===== src/rtl/fcmp_pkg.sv =====
package fcmp_pkg;

  typedef enum logic [1:0] {
    CMP_GT = 2'd0,
    CMP_LT = 2'd1,
    CMP_EQ = 2'd2,
    CMP_UN = 2'd3
  } cmp_res_e;

  typedef struct packed {
    logic is_nan;
    logic is_snan;
  } op_class_t;

  // Three-bit {zero, parity, carry} code for a compare outcome
  function automatic logic [2:0] flag_code(cmp_res_e r);
    case (r)
      CMP_GT:  flag_code = 3'b000;
      CMP_LT:  flag_code = 3'b001;
      CMP_EQ:  flag_code = 3'b100;
      default: flag_code = 3'b111;
    endcase
  endfunction

endpackage


===== src/rtl/fcmp_classify.sv =====
module fcmp_classify
  import fcmp_pkg::*;
#(
  parameter int EXP_W  = 11,
  parameter int FRAC_W = 52
) (
  input  logic [EXP_W+FRAC_W:0] op,
  output op_class_t             cls
);
  localparam int W = 1 + EXP_W + FRAC_W;

  function automatic op_class_t classify(logic [W-1:0] v);
    op_class_t c;
    logic exp_ones;
    logic frac_nz;
    exp_ones  = &v[W-2:FRAC_W];
    frac_nz   = |v[FRAC_W-1:0];
    c.is_nan  = exp_ones && frac_nz;
    c.is_snan = exp_ones && frac_nz && !v[FRAC_W-1];
    return c;
  endfunction

  assign cls = classify(op);

endmodule


===== src/rtl/fcmp_order.sv =====
module fcmp_order
  import fcmp_pkg::*;
#(
  parameter int EXP_W  = 11,
  parameter int FRAC_W = 52
) (
  input  logic [EXP_W+FRAC_W:0] a,
  input  logic [EXP_W+FRAC_W:0] b,
  output cmp_res_e              ord,
  output logic                  a_gt,
  output logic                  a_lt,
  output logic                  a_eq
);
  localparam int W = 1 + EXP_W + FRAC_W;

  // Sign-magnitude ordering of two non-NaN values
  function automatic cmp_res_e order_sm(logic [W-1:0] x, logic [W-1:0] y);
    logic [W-2:0] mx;
    logic [W-2:0] my;
    mx = x[W-2:0];
    my = y[W-2:0];
    if ((mx == '0) && (my == '0))  return CMP_EQ;
    if (x == y)                    return CMP_EQ;
    if (x[W-1] != y[W-1])          return x[W-1] ? CMP_LT : CMP_GT;
    if (x[W-1])                    return (mx < my) ? CMP_GT : CMP_LT;
    return (mx > my) ? CMP_GT : CMP_LT;
  endfunction

  assign ord  = order_sm(a, b);
  assign a_gt = (ord == CMP_GT);
  assign a_lt = (ord == CMP_LT);
  assign a_eq = (ord == CMP_EQ);

endmodule


===== src/rtl/fcmp_flag_reg.sv =====
module fcmp_flag_reg (
  input  logic       clk,
  input  logic       rst_n,
  input  logic       in_valid,
  input  logic       inv_ev,
  input  logic       inv_mask,
  input  logic [2:0] code,
  output logic       valid_q,
  output logic       inv_q,
  output logic [2:0] zpc_q,
  output logic       sticky_q
);
  logic wr_en;
  logic set_sticky;

  assign wr_en      = in_valid && !(inv_ev && !inv_mask);
  assign set_sticky = in_valid && inv_ev && inv_mask;

  always_ff @(posedge clk or negedge rst_n) begin
    if (!rst_n) begin
      valid_q  <= 1'b0;
      inv_q    <= 1'b0;
      zpc_q    <= 3'b000;
      sticky_q <= 1'b0;
    end else begin
      valid_q <= in_valid;
      inv_q   <= in_valid && inv_ev;
      if (wr_en)      zpc_q    <= code;
      if (set_sticky) sticky_q <= 1'b1;
    end
  end

  // sticky status never clears outside reset
  p_sticky_keep_r9: assert property (@(posedge clk) disable iff (!rst_n)
    sticky_q |=> sticky_q);

  // idle cycles leave the flags alone
  p_idle_hold_r10: assert property (@(posedge clk) disable iff (!rst_n)
    !in_valid |=> $stable(zpc_q));

endmodule


===== src/rtl/fcmp_flag_unit.sv =====
module fcmp_flag_unit
  import fcmp_pkg::*;
#(
  parameter int EXP_W  = 11,
  parameter int FRAC_W = 52,
  localparam int W     = 1 + EXP_W + FRAC_W
) (
  input  logic         clk,
  input  logic         rst_n,
  input  logic         in_valid,
  input  logic [W-1:0] op_a,
  input  logic [W-1:0] op_b,
  input  logic         quiet_mode,
  input  logic         inv_mask,
  output logic         out_valid,
  output logic         zf,
  output logic         pf,
  output logic         cf,
  output logic         of,
  output logic         sf,
  output logic         af,
  output logic         inv_raised,
  output logic         inv_sticky
);
  logic [W-1:0] ops [2];
  op_class_t    cls [2];

  assign ops[0] = op_a;
  assign ops[1] = op_b;

  for (genvar i = 0; i < 2; i++) begin : g_cls
    fcmp_classify #(.EXP_W(EXP_W), .FRAC_W(FRAC_W)) u_cls (
      .op  (ops[i]),
      .cls (cls[i])
    );
  end

  // Named internal events for the checks
  logic     any_nan;
  logic     any_snan;
  logic     inv_hit;
  cmp_res_e ord;
  cmp_res_e res;
  logic     a_gt, a_lt, a_eq;
  logic [2:0] code;
  logic [2:0] zpc_q;

  assign any_nan  = cls[0].is_nan  || cls[1].is_nan;
  assign any_snan = cls[0].is_snan || cls[1].is_snan;
  assign inv_hit  = quiet_mode ? any_snan : any_nan;

  fcmp_order #(.EXP_W(EXP_W), .FRAC_W(FRAC_W)) u_ord (
    .a    (op_a),
    .b    (op_b),
    .ord  (ord),
    .a_gt (a_gt),
    .a_lt (a_lt),
    .a_eq (a_eq)
  );

  assign res  = any_nan ? CMP_UN : ord;
  assign code = flag_code(res);

  fcmp_flag_reg u_reg (
    .clk      (clk),
    .rst_n    (rst_n),
    .in_valid (in_valid),
    .inv_ev   (inv_hit),
    .inv_mask (inv_mask),
    .code     (code),
    .valid_q  (out_valid),
    .inv_q    (inv_raised),
    .zpc_q    (zpc_q),
    .sticky_q (inv_sticky)
  );

  assign {zf, pf, cf} = zpc_q;
  assign of = 1'b0;
  assign sf = 1'b0;
  assign af = 1'b0;

  // ordered inputs give exactly one ordering outcome
  p_one_order_r2: assert property (@(posedge clk) disable iff (!rst_n)
    (in_valid && !any_nan) |-> ($countones({a_gt, a_lt, a_eq}) == 1));

  // a written NaN result reads as all ones
  p_unord_code_r1: assert property (@(posedge clk) disable iff (!rst_n)
    (in_valid && any_nan && !(inv_hit && !inv_mask)) |=> ({zf, pf, cf} == 3'b111));

  // signaling mode flags every NaN
  p_sig_nan_r6: assert property (@(posedge clk) disable iff (!rst_n)
    (in_valid && !quiet_mode && any_nan) |=> inv_raised);

  // quiet mode ignores quiet NaNs
  p_quiet_qnan_r7: assert property (@(posedge clk) disable iff (!rst_n)
    (in_valid && quiet_mode && !any_snan) |=> !inv_raised);

  // unmasked invalid keeps the flags
  p_hold_unmasked_r8: assert property (@(posedge clk) disable iff (!rst_n)
    (in_valid && inv_hit && !inv_mask) |=> $stable({zf, pf, cf}));

  // result strobe follows the request strobe by one cycle
  p_valid_lat_r10: assert property (@(posedge clk) disable iff (!rst_n)
    in_valid |=> out_valid);
  p_valid_idle_r10: assert property (@(posedge clk) disable iff (!rst_n)
    !in_valid |=> (!out_valid && !inv_raised));

  // cleared flags stay cleared
  p_zero_side_r5: assert property (@(posedge clk) disable iff (!rst_n)
    out_valid |-> ({of, sf, af} == 3'b000));

endmodule


===== config.mk =====
export PLATFORM = sky130hd
export DESIGN_NAME = fcmp_flag_unit
export DESIGN_NICKNAME = d
export VERILOG_FILES = /design/src/rtl/fcmp_pkg.sv /design/src/rtl/fcmp_classify.sv /design/src/rtl/fcmp_order.sv /design/src/rtl/fcmp_flag_reg.sv /design/src/rtl/fcmp_flag_unit.sv
export SDC_FILE = /design/constraint.sdc
export NUM_CORES = 1
export LEC_CHECK = 0
export ABC_CLOCK_PERIOD_IN_PS = 2060
export BUFFER_PORTS_ARGS = -buffer_cell sky130_fd_sc_hd__buf_2
export CAP_MARGIN = 20
export CORE_ASPECT_RATIO = 1.25
export CORE_UTILIZATION = 48
export DETAILED_ROUTE_END_ITERATION = 7
export PLACE_DENSITY = 0.89
export REMOVE_ABC_BUFFERS = 1
export SLEW_MARGIN = 25
export SYNTH_ARGS = -nofsm -noshare
export SYNTH_HDL_FRONTEND = slang
export SYNTH_SLANG_ARGS = --single-unit

===== constraint.sdc =====
create_clock -name clk -period 2.06 [get_ports clk]
set_clock_uncertainty 0.2 [all_clocks]
set_input_delay 0.103 -clock clk [delete_from_list [all_inputs] [get_ports clk]]
set_output_delay 0.103 -clock clk [all_outputs]
set_load 0.02 [all_outputs]

* After elaboration in Yosys (flattened, before gate mapping)
Cells that the tools add are included.
** Word-level totals
- Register bits :: 6
- Output and inout port bits :: 9
- Word-level logic and storage cells :: 56
** Cells by class
- Reductions and logical operators :: 22
- $lt $le $gt $ge :: 2
- Eq/ne operators :: 4
- Mux-type cells :: 24
** Operators with widths (count)
- logical NOT 63 bit :: 2
- OR reduction 52 bit :: 2
- == test 64 bit :: 1
- > comparator 63 bit :: 1
- less-than comparator 63 bit :: 1
- AND reduction 11 bit :: 2
- 2-to-1 mux 2 bit :: 9
- 2-to-1 mux 1 bit :: 14
- logical AND 1 bit :: 9
- one-hot mux 3 bit (3 select lines) :: 1
- logical NOT 1 bit :: 4
- == test 2 x 1 -> 1 bit (second input constant) :: 1
- == test 2 bit (second input constant) :: 1
- logical NOT 2 bit :: 1
- logical OR 1 bit :: 2
- != test 1 bit :: 1

* Logic depth before layout (Yosys ltp)
- Depth after elaboration :: 16
- Gate-level depth with buffers :: 10

* By module
A second synthesis with hierarchy kept.
** Unflattened totals
- Cell total of the unflattened synthesis :: 353
- Area total of the unflattened synthesis :: 2618.8 um^2
** By module, submodules not included
- fcmp_order :: instances 1, seq. area each 0.0 um^2, area each 1975.6 um^2, cells an instance 282
- fcmp_classify :: instances 2, seq. area each 0.0 um^2, area each 178.9 um^2, cells an instance 24
- fcmp_flag_reg :: instances 1, seq. area each 150.1 um^2, area each 222.7 um^2, cells an instance 13
- fcmp_flag_unit :: instances 1, seq. area each 0.0 um^2, area each 62.6 um^2, cells an instance 10

* Least setup slack after synthesis
OpenSTA, ideal clock, no wires.
- Kind :: input to register
- From :: input port op_b[2]
- To :: register u_reg.zpc_q[0]
- Path slack :: -0.004 ns
- Required time :: 1.730 ns
- Setup time :: 0.130 ns
- Stages on the path :: 10
- Arrival :: 1.735 ns
- Buffers on the path :: 0
- Path through :: inv_1 > ha_1 > a21oi_1 > a21oi_1 > o31a_1 > a2111oi_1 > a211o_1 > nand2_1 > a222oi_1 > o21ai_1
** Between the ends
- Cells in the longest elaborated chain, start to end :: 11
- Elaborated cells between the ends (all ways) :: 31
** Ends and longest elaborated chain
- start, declared :: RTL line fcmp_flag_unit.sv:12 : input logic [W-1:0] op_b,
- branches (longest 11 deep; another with less-than comparator 63 bit)
- end signal, assigned :: RTL line fcmp_flag_reg.sv:28 : if (wr_en) zpc_q <= code;
- end, declared :: RTL line fcmp_flag_reg.sv:10 : output logic [2:0] zpc_q,
Parallel ways; which one is timed is not known. The select of a mux whose other input is x is not followed.
A chain may end at the register's enable or synchronous reset.

* Worst setup path in the final report
- From :: input port op_b[14]
- To :: register u_reg.zpc_q[0]
The elaborated chain is that of the path after synthesis.

==> results_dict.tcl <==
set metrics [dict create \
    status "finished, violations left" \
    failing_checks "negative setup slack" \
    timing.hold.ws_ns 0.03689 \
    synthTopCellsByCount "inv_1, ha_1, nor4_1" \
    drtPass1Iterations 8 \
    post-route-cell-area_sq_um 3999 \
    htree_levels 1 \
    powerDensity_nw_per_um2 277.6 \
    final_util 0.9036 \
    yosysMostFrequentCell "inv_1" \
    reg2reg_slack_ns 1.05 \
    wl_per_cell_um 20.61 \
    tritoncts_num_sinks 6 \
    ant_nets 0 \
    io_buffer_count 138 \
    synth_cell_type_count 37 \
    cts_made_buffers 3 \
    timing.rr.end "u_reg.zpc_q[0]" \
    min-delay-path-class "in2async" \
    yosysWarnings 0 \
    synthDominantCellAreaShare 0.3533 \
    clock_tree_from_tritoncts "done" \
    crit_path_start "op_b[14]" \
    leakage_nw 2.178 \
    cp.depth 10 \
    start_kind "input pin" \
    drv_slew 0 \
    irDropWorstVdd_mv 0.2193 \
    timing.critical_path.max_delay_family "compound AO/OA/AOI/OAI gates" \
    total_power_mw 1.110 \
    place_hpwl_mm 7.291 \
    num-fill-cells 204 \
    vias_cell 6.488 \
    max_freq_mhz 437.0 \
    crit_path_max_incr_delay_ns 0.41 \
    chipHeight_um 78.22 \
    crit_path_end "u_reg.zpc_q[0]" \
    n_antenna_cell 0 \
    clock_buffer_depth 2 \
    first_global_vias 3584 \
    internal-power_mw 0.6373 \
    rsz0062_at_grt "yes" \
    core.rowCount 27 \
    die_w_um 62.98 \
    worstPathCellList "buf_8, inv_4, ha_4, nand4_1, nor4_4, o31a_1, a2111oi_2, a211o_1, a222oi_1, o21ai_1" \
    synth.yosys.seq_area_share 0.06730 \
    pre_cts_ws_ns -0.3322 \
    worst-r2r-cell-count 2 \
    netlist_top_cells_area "ha_1, inv_1, nor4_1" \
    pwr-share-comb 0.719 \
    max_slew.worst_pin.slew_ns 0.5385 \
    area_inside_the_core_boundary_sq_um 4425 \
    cp_data_required_time_ns 1.95 \
    hold_viol_final 0 \
    track_usage 0.3907 \
    placedInstanceArea_sq_um 3475 \
    min_period_ns 2.289 \
    postSynthRegisterBits 6 \
    ctsRootBufferMaster "clkbuf_8" \
    synth-edff-count 0 \
    gpl.final_weighted_congestion 0.8872 \
    worstPathBufferInverterCount 2 \
    placed_cell_count 572 \
    area.growth.synth_to_final_pct 79.25 \
    insertion_delay_ns 0.22 \
    p_seq_frac 0.117 \
    critical_path.slowest_cell "nor4_4" \
    boundaryPins 142 \
    global_route_wire_length_before_repair_mm 15.17 \
    synth_largest_area_cell "ha_1" \
    post-route-worst-setup-slack_ns -0.2285 \
    route.vias.total 3789 \
    asyncSetResetFlopFracSynth 1.000 \
    instances_no_fill 584 \
    synth_cells 311 \
    period_utilization_post_route 1.111 \
    post-route-drc-count 0 \
    layout-drive-gt1-share 0.4848 \
    critPathMaxFanout 2 \
    design.final.nets 724 \
    drtIter0Drc 348 \
    setup_total_negative_slack_ns -0.2916 \
    share_clk_of_total_power 0.164 \
    finalSetupViolations 2 \
    mappedNetlistArea_sq_um 2231 \
    worst_r2r_startpoint "u_reg.zpc_q[0]" \
    power.share.switching 0.4260 \
    avgSynthCellArea_sq_um 7.173 \
    total_die_area_sq_um 4926 \
    worst-endpoint-arrival_ns 2.18 \
    worst_setup_path_class "in2reg" \
    slew-limit-headroom 0.6401 \
    synth-main-ff-cell "dfrtp_1" \
    netSwitchingPower_mw 0.4730 \
    worst_setup_path_end_kind "register" \
    maximum_number_of_pins_on_one_net_before_global_route_repair 7 \
    floorplan.initialDensity 0.5041 \
    number_of_antenna_violations_at_the_first_check_in_global_routing 0 \
    overflow 0 \
    wl_mm 12.04 \
    maxcap_viol_count 0 \
    clkTransAtPathRegs_ns 0.04 \
]
-- power groups by stage --
stage	combinational [mW]	clock [mW]	sequential [mW]
after floorplan	0.246	0	0.138
after global placement	0.577	0	0.130
after detailed placement	0.608	0	0.130
after CTS	0.664	0.181	0.129
after global routing	0.856	0.193	0.130
final	0.798	0.182	0.130
-- layout by cell type (no fill, tap or decap), types with 2 or more instances in the layout --
| cell type | synthesis | layout |
|---|---|---|
| dfrtp_1 | 6 | 6 |
| inv_4 | 0 | 3 |
| ha_4 | 0 | 15 |
| a21o_1 | 3 | 3 |
| buf_4 | 3 | 71 |
| dlygate4sd3_1 | 0 | 3 |
| nor2_1 | 10 | 9 |
| o21ai_1 | 1 | 3 |
| a21oi_1 | 29 | 28 |
| nand4_1 | 16 | 16 |
| clkbuf_8 | 0 | 3 |
| ha_1 | 63 | 48 |
| conb_1 | 1 | 3 |
| buf_2 | 0 | 129 |
| o21ai_0 | 9 | 7 |
| inv_1 | 67 | 61 |
| and4_1 | 6 | 6 |
| nor4_4 | 0 | 5 |
| nor4_2 | 2 | 4 |
| buf_6 | 0 | 7 |
| nor4_1 | 32 | 25 |
| buf_8 | 0 | 3 |
| a221oi_1 | 3 | 2 |
| inv_2 | 0 | 3 |
| nand2_1 | 25 | 25 |
| nand3_1 | 12 | 11 |
-- timing repair --
action,4_1_cts,5_1_grt
resized for setup,27,41
cloned,0,0
setup buffers,3,3
pin swaps,15,17
hold endpoints to repair,9,0
hold buffers,3,0
setup endpoints to repair,3,3
-- worst reg2reg max path, cell delays in order, from the launching register on --
cell	delay, ns
dfrtp_1	0.39
mux2i_1	0.16
o21ai_1	0.12
-- cell type report --
cell class	instances	area, sq um	area share
inverter	67	259.0	0.06477
clock buffer	3	41.29	0.01033
timing repair buffer	213	1333	0.3332
multi-input combinational	237	2143	0.5360
tap	58	72.57	0.01815
sequential	6	150.1	0.03755
-- logic make-up after synthesis --
family	share of synthesized area
simple gates	0.2776
buf+inv	0.1228
fa+ha+maj	0.3533
compound gates	0.1688
flops	0.06730
other cells	0.001681
xor+xnor	0.003927
mux	0.004487
-- worst min-delay path by stage --
stage / startpoint / endpoint / slack (ns) / cells after the start
4_1_cts: rst_n / u_reg.zpc_q[1] / 0.04 / 2
6_report: rst_n / u_reg.zpc_q[2] / 0.04 / 2
3_3_place_gp: rst_n / u_reg.inv_q / -0.27 / 1
3_5_place_dp: rst_n / u_reg.valid_q / -0.27 / 1
2_1_floorplan: rst_n / u_reg.inv_q / -0.39 / 0
5_1_grt: rst_n / u_reg.zpc_q[2] / 0.05 / 2
-- layer usage --
layer / track usage / vias to the layer above / share of wire
met5: 0 / - / 0
met4: 0.3093 / 0 / 0.11
met3: 0.06541 / 150 / 0.097
met2: 0.7290 / 364 / 0.46
met1: 0.3721 / 1695 / 0.32
li1: - / 1580 / -
-- flip-flops by register name (all words and copies together), names as in the netlist --
signal,cells
u_reg.zpc_q,3
u_reg.inv_q,1
u_reg.sticky_q,1
u_reg.valid_q,1
Note: power is estimated with default switching activity, not from simulation.
